$ cat src/rtl/muxbus_slave.sv
module muxbus_slave #(
  parameter int PIN_W  = 20,
  parameter int LO_POS = 4,
  parameter int HI_POS = 16
) (
  input  logic             clk,
  input  logic             rst_n,
  input  logic [PIN_W-1:0] pin_i,
  output logic [PIN_W-1:0] pin_o,
  output logic [PIN_W-1:0] pin_oe,
  input  logic             ale_i,
  input  logic             wr_i,
  input  logic             rd_i,
  output logic [7:0]       reg_addr,
  output logic [7:0]       reg_wdata,
  output logic             reg_we,
  output logic             reg_re,
  input  logic [7:0]       reg_rdata
);

  localparam logic [PIN_W-1:0] MAP_MASK =
    (PIN_W'(4'hF) << LO_POS) | (PIN_W'(4'hF) << HI_POS);

  function automatic logic [7:0] unmap(input logic [PIN_W-1:0] p);
    return {p[HI_POS +: 4], p[LO_POS +: 4]};
  endfunction

  function automatic logic [PIN_W-1:0] remap(input logic [7:0] b);
    logic [PIN_W-1:0] p;
    p = '0;
    p[LO_POS +: 4] = b[3:0];
    p[HI_POS +: 4] = b[7:4];
    return p;
  endfunction

  logic [2:0] ale_s, wr_s, rd_s;
  logic [PIN_W-1:0] pin_q;
  logic [7:0] rd_q;

  wire ale_rise = ale_s[1] & ~ale_s[2];
  wire wr_rise  = wr_s[1]  & ~wr_s[2];
  wire rd_rise  = rd_s[1]  & ~rd_s[2];

  always_ff @(posedge clk or negedge rst_n) begin
    if (!rst_n) begin
      ale_s     <= '0;
      wr_s      <= '0;
      rd_s      <= '0;
      pin_q     <= '0;
      reg_addr  <= '0;
      reg_wdata <= '0;
      reg_we    <= 1'b0;
      rd_q      <= '0;
    end else begin
      ale_s  <= {ale_s[1:0], ale_i};
      wr_s   <= {wr_s[1:0], wr_i};
      rd_s   <= {rd_s[1:0], rd_i};
      pin_q  <= pin_i & MAP_MASK;
      reg_we <= wr_rise;
      if (ale_rise) reg_addr  <= unmap(pin_q);
      if (wr_rise)  reg_wdata <= unmap(pin_q);
      if (rd_rise)  rd_q      <= reg_rdata;
    end
  end

  assign reg_re = rd_rise;
  assign pin_o  = remap(rd_q);
  assign pin_oe = (rd_s[1] & rd_s[2]) ? MAP_MASK : '0;

  a_r3_we_one_cycle: assert property (@(posedge clk) disable iff (!rst_n)
    reg_we |=> !reg_we);

  a_r3_addr_held: assert property (@(posedge clk) disable iff (!rst_n)
    reg_we |-> $stable(reg_addr));

  a_r4_re_one_cycle: assert property (@(posedge clk) disable iff (!rst_n)
    reg_re |=> !reg_re);

  a_r5_oe_needs_read: assert property (@(posedge clk) disable iff (!rst_n)
    (|pin_oe) |-> ($past(rd_i, 2) && $past(rd_i, 3)));

endmodule

$ cat config.mk
export PLATFORM = sky130hd
export DESIGN_NAME = muxbus_slave
export DESIGN_NICKNAME = d
export VERILOG_FILES = /design/src/rtl/muxbus_slave.sv
export SDC_FILE = /design/constraint.sdc
export NUM_CORES = 1
export LEC_CHECK = 0
export ABC_AREA = 1
export BUFFER_PORTS_ARGS = -buffer_cell sky130_fd_sc_hd__buf_2
export CORE_ASPECT_RATIO = 0.7
export CORE_MARGIN = 4
export CORE_UTILIZATION = 25
export DETAILED_ROUTE_END_ITERATION = 10
export PLACE_DENSITY_LB_ADDON = 0.05
export SETUP_SLACK_MARGIN = 0.02
export SYNTH_ARGS = -nofsm -noshare
export SYNTH_HDL_FRONTEND = slang
export SYNTH_SLANG_ARGS = --single-unit
$ cat constraint.sdc
create_clock -name clk -period 1.2 [get_ports clk]
set_input_delay 0.06 -clock clk [delete_from_list [all_inputs] [get_ports clk]]
set_output_delay 0.06 -clock clk [all_outputs]
set_load 0.02 [all_outputs]
==> flow_metrics.env, run 1 <==
export IMPL_status="finished clean"
export IMPL_period_share_pct=93.47
export IMPL_clock_path_buffers=2
export IMPL_place_area_mm2=0.001951
export IMPL_drtAntennaViolNets=0
export IMPL_hp_class="in2reg"
export IMPL_cp_end_kind="output pin"
export IMPL_drt_iter0_drc=15
export IMPL_pwr_share_clk_pct=28.9
export IMPL_cpMaxStageDelayCell="dfrtp_2"
export IMPL_ios=91
export IMPL_reg2reg_slack_ns=0.29
export IMPL_dp_cells=297
export IMPL_worstSkewPairLatency_ns=0.28
export IMPL_busiest_layer="met2"
export IMPL_synthCells=159
export IMPL_io_buffers=54
export IMPL_initial_utilization_pct=26.52
export IMPL_gr_usage_met3_pct=3.272
export IMPL_synth_seq_cells=42
export IMPL_yosys_top_cells_count="48 x nand2_1, 42 x dfrtp_1, 31 x buf_4"
export IMPL_synth_top_cell_area_share_pct=61.67
export IMPL_clockRootBuffer="clkbuf_8"
export IMPL_area_growth_pct=29.88
export IMPL_p_seq_share_pct=51.3
export IMPL_synth_area_mm2=0.001704
export IMPL_grt_overflow_total=0
export IMPL_maxCapViolations=0
export IMPL_yosysUniqueCellTypes=12
export IMPL_slew_viol_final=0
export IMPL_cp_cell_sequence="nand2_2 -> inv_4 -> buf_4"
export IMPL_whs_ns=0.006167
export IMPL_place_gp_congestion=0.6628
export IMPL_seq_area_frac_synth_pct=61.67
export IMPL_synth_top_cell_by_area="dfrtp_1"
export IMPL_cts_tree="built"
export IMPL_rsz0062_at_grt="true"
export IMPL_grt_antenna_before_repair=0
export IMPL_grt_max_degree=28
export IMPL_grt_pass1_wl_um=5851
export IMPL_setup_violations=0
export IMPL_wl_per_cell_um=11.34
export IMPL_grt_use_total_pct=9.109
export IMPL_core_area_mm2=0.006426
export IMPL_ys_async_sr_fraction_pct=100.0
export IMPL_syn_avg_cell_area_um2=10.72
export IMPL_period_needed_ns=1.122
export IMPL_p_int_uw=2224
export IMPL_drc=0
export IMPL_vias=1209
export IMPL_utilization_pct=34.44
export IMPL_peakVddDrop_mv=0.4637
export IMPL_cts_buffers=5
export IMPL_drive_gt1_share_pct=33.48
export IMPL_drt_first_pass_iters=4
export IMPL_crit_type="reg2out"
export IMPL_fp_dieW_um=106.7
export IMPL_skew_ns=0.006092
export IMPL_netSwitchingFraction_pct=29.74
export IMPL_grt_use_met2_pct=13.63
export IMPL_row_count=24
export IMPL_powerDensity_mw_per_mm2=1430
export IMPL_cts_reportedPaths_clkPinSlew_ns=0.07
export IMPL_leakage_uw=0.001206
export IMPL_drt_vias_per_instance=3.802
export IMPL_ys_warnings_count=0
export IMPL_p_switching_uw=941.3
export IMPL_die_area_mm2=0.008222
export IMPL_n_antenna_cell=0
export IMPL_synth_most_common_cell="nand2_1"
export IMPL_synth_edf_count=0
export IMPL_grtUsageMet1_pct=11.84
export IMPL_path_max_fanout=8
export IMPL_start_kind="register"
export IMPL_required_ns=1.14
export IMPL_comb_power_share_pct=19.8
export IMPL_synthFlopType="dfrtp_1"
export IMPL_final_area_mm2=0.002213
export IMPL_layout_cells_non_filler=318
export IMPL_nNetsFinal=259
export IMPL_clkSinkCount=42
export IMPL_cp_arrival_ns=1.06
export IMPL_finalHoldViolCount=0
export IMPL_die_h_um=77.08
export IMPL_grt_pass1_vias=1137
export IMPL_power_total_uw=3166
export IMPL_cts_max_level=2
export IMPL_slowest_delay_ns=0.45
export IMPL_synth_area_leaders="dfrtp_1 62%, buf_4 14%, nand2_1 11%, nand3_1 7.0%, nand2_8 2.3%"
export IMPL_dp_hpwl_um=2787
export IMPL_wl_um=3607
export IMPL_max_freq_ghz=0.8916
==> worst max-delay path: cells and delay by family (launching register included) <==
| family | cells | cell delay, ns |
|---|---|---|
| buffers and inverters | 2 | 0.25 |
| flip-flops | 1 | 0.45 |
| AND/OR/NAND/NOR | 1 | 0.08 |
==> power groups by stage <==
stage	registers, µW	logic, µW	clock network, µW
after floorplan	1770	308	0
after global placement	1650	582	0
after detailed placement	1650	589	0
after CTS	1630	628	969
after global routing	1640	687	1030
final	1620	627	915
==> placed cells by master (no fill, tap or decap) <==
| master | Yosys | routed |
|---|---|---|
| dfrtp_1 | 42 | 41 |
| nand2_8 | 2 | 2 |
| inv_4 | 1 | 2 |
| clkinv_2 | 0 | 1 |
| buf_12 | 0 | 1 |
| nand2_4 | 1 | 1 |
| buf_4 | 31 | 9 |
| dlygate4sd3_1 | 0 | 12 |
| inv_2 | 2 | 2 |
| conb_1 | 1 | 24 |
| dfrtp_2 | 0 | 1 |
| inv_1 | 3 | 2 |
| nand2_2 | 1 | 2 |
| buf_6 | 3 | 4 |
| nand3_1 | 24 | 24 |
| nand2_1 | 48 | 47 |
| clkbuf_1 | 0 | 1 |
| clkbuf_8 | 0 | 6 |
| buf_2 | 0 | 45 |
==> logic make-up after synthesis <==
kind of cell / Yosys count / share of synthesized area (%)
simple gates: 76 / 21.00
flops: 42 / 61.67
buf+inv: 40 / 17.11
other cells: 1 / 0.2201
==> metal layers <==
layer / vias up / wire, µm
met2: 51 / 1696
li1: 577 / -
met4: 0 / 70
met5: - / 0
met3: 6 / 295
met1: 575 / 1544
==> timing repair <==
action / 4_1_cts / 5_1_grt
buffers inserted: 1 / 0
hold endpoints to repair: 26 / 0
resized for setup: 7 / 10
hold buffers: 12 / 0
endpoints found under the setup margin: 9 / 9
==> path summary, 6_finish.rpt <==
check / startpoint / endpoint / cells past startpoint
min in group asynchronous: rst_n / reg_wdata[0] / 2
hold / removal: reg_rdata[2] / rd_q[2] / 3
max in group asynchronous: rst_n / rd_s[1] / 3
setup reg to reg: rd_s[1] / rd_q[4] / 3
setup / recovery: rd_s[1] / pin_oe[17] / 3
hold reg to reg: rd_s[0] / rd_s[1] / 0
==> metrics by stage <==
step,setup slack (ns),TNS (ns)
floorplan,0.1677,0
global placement,0.2736,0
detailed placement,0.2486,0
CTS,0.02927,0
global route,-0.005533,-0.02508
finish,0.07840,0
==> sequential cells by signal, summed over array words and instances, names as in the netlist <==
| name | count |
|---|---|
| rd_q | 8 |
| ale_s | 3 |
| reg_wdata | 8 |
| wr_s | 3 |
| rd_s | 3 |
| pin_q | 8 |
| reg_addr | 8 |
| reg_we | 1 |
==> cell type report <==
| cell class | instances | area [µm²] |
|---|---|---|
| Clock buffer | 7 | 86.33 |
| Clock inverter | 1 | 5.005 |
| Fill cell | 680 | 4213 |
| Inverter | 6 | 27.53 |
| Multi-Input combinational cell | 100 | 450.4 |
| Sequential cell | 42 | 1052 |
| Tap cell | 91 | 113.9 |
| Timing Repair Buffer | 71 | 478.0 |
Power figures use the tool's default switching activity.
==> run 2, diff against run 1 <==
Settings changed: GPL_TIMING_DRIVEN set to 0.
==> run 2 against run 1 <==
Net effect: the flow now finishes with violations (setup timing); largest cell class unchanged; critical path type unchanged; die area stayed put; clock-buffer cell count stayed put; sequential power hardly changed; wire length is 5.2% higher; final area is 16% higher; highest routed layer unchanged; global-route usage is 0.59 points higher; largest power group unchanged; first-iteration DRC count is 67% higher; setup slack worse by 0.084 ns; flip-flop and latch count stayed put; combinational power is 19% higher; clock skew is 0.00072 ns lower.
==> flow_metrics.env, run 2 (synthesis gave the netlist of run 1 again) <==
export IMPL_crit_top_cell="buf_6"
export IMPL_hp_class="in2reg"
export IMPL_cp_cell_sequence="buf_6 -> nand2_4 -> inv_6 -> buf_6 -> buf_6"
export IMPL_required_ns=1.14
export IMPL_clockRootBuffer="clkbuf_8"
export IMPL_wl_um=3793
export IMPL_p_switching_uw=977.5
export IMPL_max_slew_worst_pin_slew_ns=0.5779
export IMPL_start_kind="register"
export IMPL_drt_first_pass_iters=5
export IMPL_core_area_mm2=0.006426
export IMPL_drtAntennaViolNets=0
export IMPL_grt_overflow_total=0
export IMPL_io_buffers=54
export IMPL_place_gp_congestion=0.6513
export IMPL_initial_utilization_pct=26.52
export IMPL_min_path_cells=3
export IMPL_cp_end_kind="output pin"
export IMPL_netSwitchingFraction_pct=28.31
export IMPL_grt_max_degree=43
export IMPL_leakage_uw=0.001417
export IMPL_die_h_um=77.08
export IMPL_whs_ns=0.009865
export IMPL_path_max_fanout=8
export IMPL_grt_pass1_vias=1299
export IMPL_ios=91
export IMPL_drive_gt1_share_pct=41.06
export IMPL_cts_max_level=2
export IMPL_p_seq_share_pct=46.8
export IMPL_n_antenna_cell=0
export IMPL_slew_viol_final=0
export IMPL_drt_vias_per_instance=3.610
export IMPL_grt_use_total_pct=9.696
export IMPL_p_int_uw=2475
export IMPL_rsz0062_at_grt="true"
export IMPL_pwr_share_clk_pct=31.6
export IMPL_drc=0
export IMPL_die_area_mm2=0.008222
export IMPL_grt_pass1_wl_um=6306
export IMPL_mostFrequentLayoutCells="47 x nand2_1, 45 x buf_2, 42 x dfrtp_1"
export IMPL_tns_ns=-0.01938
export IMPL_skew_ns=0.005369
export IMPL_violations="setup timing"
export IMPL_worstSkewPairLatency_ns=0.29
export IMPL_maxCapViolations=0
export IMPL_clock_path_buffers=2
export IMPL_vias=1278
export IMPL_status="complete, but fails checks"
export IMPL_dp_cells=327
export IMPL_fp_dieW_um=106.7
export IMPL_wl_per_cell_um=10.71
export IMPL_cpMaxStageDelayCell="dfrtp_1"
export IMPL_dp_hpwl_um=2711
export IMPL_period_needed_ns=1.206
export IMPL_max_freq_ghz=0.8294
export IMPL_powerDensity_mw_per_mm2=1346
export IMPL_crit_type="reg2out"
export IMPL_setup_violations=7
export IMPL_mostFrequentLayoutCell="nand2_1"
export IMPL_worst_r2r_cell_count=6
export IMPL_cts_tree="built"
export IMPL_cts_buffers=5
export IMPL_area_growth_pct=50.51
export IMPL_cts_reportedPaths_clkPinSlew_ns=0.08
export IMPL_period_share_pct=100.5
export IMPL_finalHoldViolCount=0
export IMPL_layout_cells_non_filler=354
export IMPL_grt_antenna_before_repair=0
export IMPL_cp_arrival_ns=1.15
export IMPL_slew_headroom_pct=61.47
export IMPL_drt_iter0_drc=25
export IMPL_clkSinkCount=42
export IMPL_nNetsFinal=295
export IMPL_comb_power_share_pct=21.6
export IMPL_row_count=24
export IMPL_setup_slack_ns=-0.005652
export IMPL_peakVddDrop_mv=0.4536
export IMPL_slowest_delay_ns=0.39
==> run 2: timing repair <==
action | 4_1_cts | 5_1_grt
endpoints found under the hold margin | 56 | 0
resized for setup | 29 | 1
setup endpoints to repair | 9 | 51
gates cloned | 0 | 0
buffers inserted | 3 | 1
hold buffers | 15 | 0
==> run 2: worst max-delay path, delay by kind of cell, from the launching register on <==
family	cells	cell delay [ns]
buf+inv	4	0.41
flops	1	0.39
simple gates	1	0.06
==> run 2: final timing paths <==
kind	from	to	slack (ns)
setup / recovery	rd_s[1]	pin_oe[16]	-0.006
hold / removal	reg_rdata[2]	rd_q[2]	0.01
setup reg to reg	rd_s[2]	rd_q[3]	0.07
hold reg to reg	wr_s[0]	wr_s[1]	0.35
max in group asynchronous	rst_n	rd_q[4]	0.48
min in group asynchronous	rst_n	reg_wdata[2]	0.33
==> run 2: stage by stage <==
step | util [%] | cell area, µm² | total power (µW) | setup WS (ns)
2_1_floorplan | - | 1790 | 2077 | 0.1677
3_3_place_gp | 33.84 | 2175 | 2312 | 0.1103
3_5_place_dp | 33.84 | 2175 | 2311 | 0.1056
4_1_cts | 39.76 | 2555 | 3502 | -0.01278
5_1_grt | 39.91 | 2565 | 3643 | -0.04866
6_report | 39.91 | 2565 | 3452 | -0.005652
==> run 2: cell type report <==
cell class | instances | area, µm²
buffer | 34 | 292.8
clock inverter | 1 | 30.03
sequential | 42 | 1051
fill | 660 | 3861
clock buffer | 7 | 76.32
multi-input combinational | 100 | 455.4
timing repair buffer | 73 | 515.5
inverter | 6 | 30.03
tap | 91 | 113.9
==> run 2: power groups by stage <==
stage / clock [µW] / sequential [µW] / combinational, µW
final: 1090 / 1620 / 745
after global routing: 1190 / 1640 / 815
after CTS: 1130 / 1620 / 750
after detailed placement: 0 / 1650 / 665
after global placement: 0 / 1650 / 665
after floorplan: 0 / 1770 / 308
==> run 2: routing by layer <==
layer / track usage, % / share of wire, % / up-vias
li1: - / - / 651
met1: 13.37 / 48 / 575
met2: 14.51 / 44 / 50
met3: 3.020 / 7.7 / 2
met4: 3.065 / 0.74 / 0
met5: 0 / 0 / -
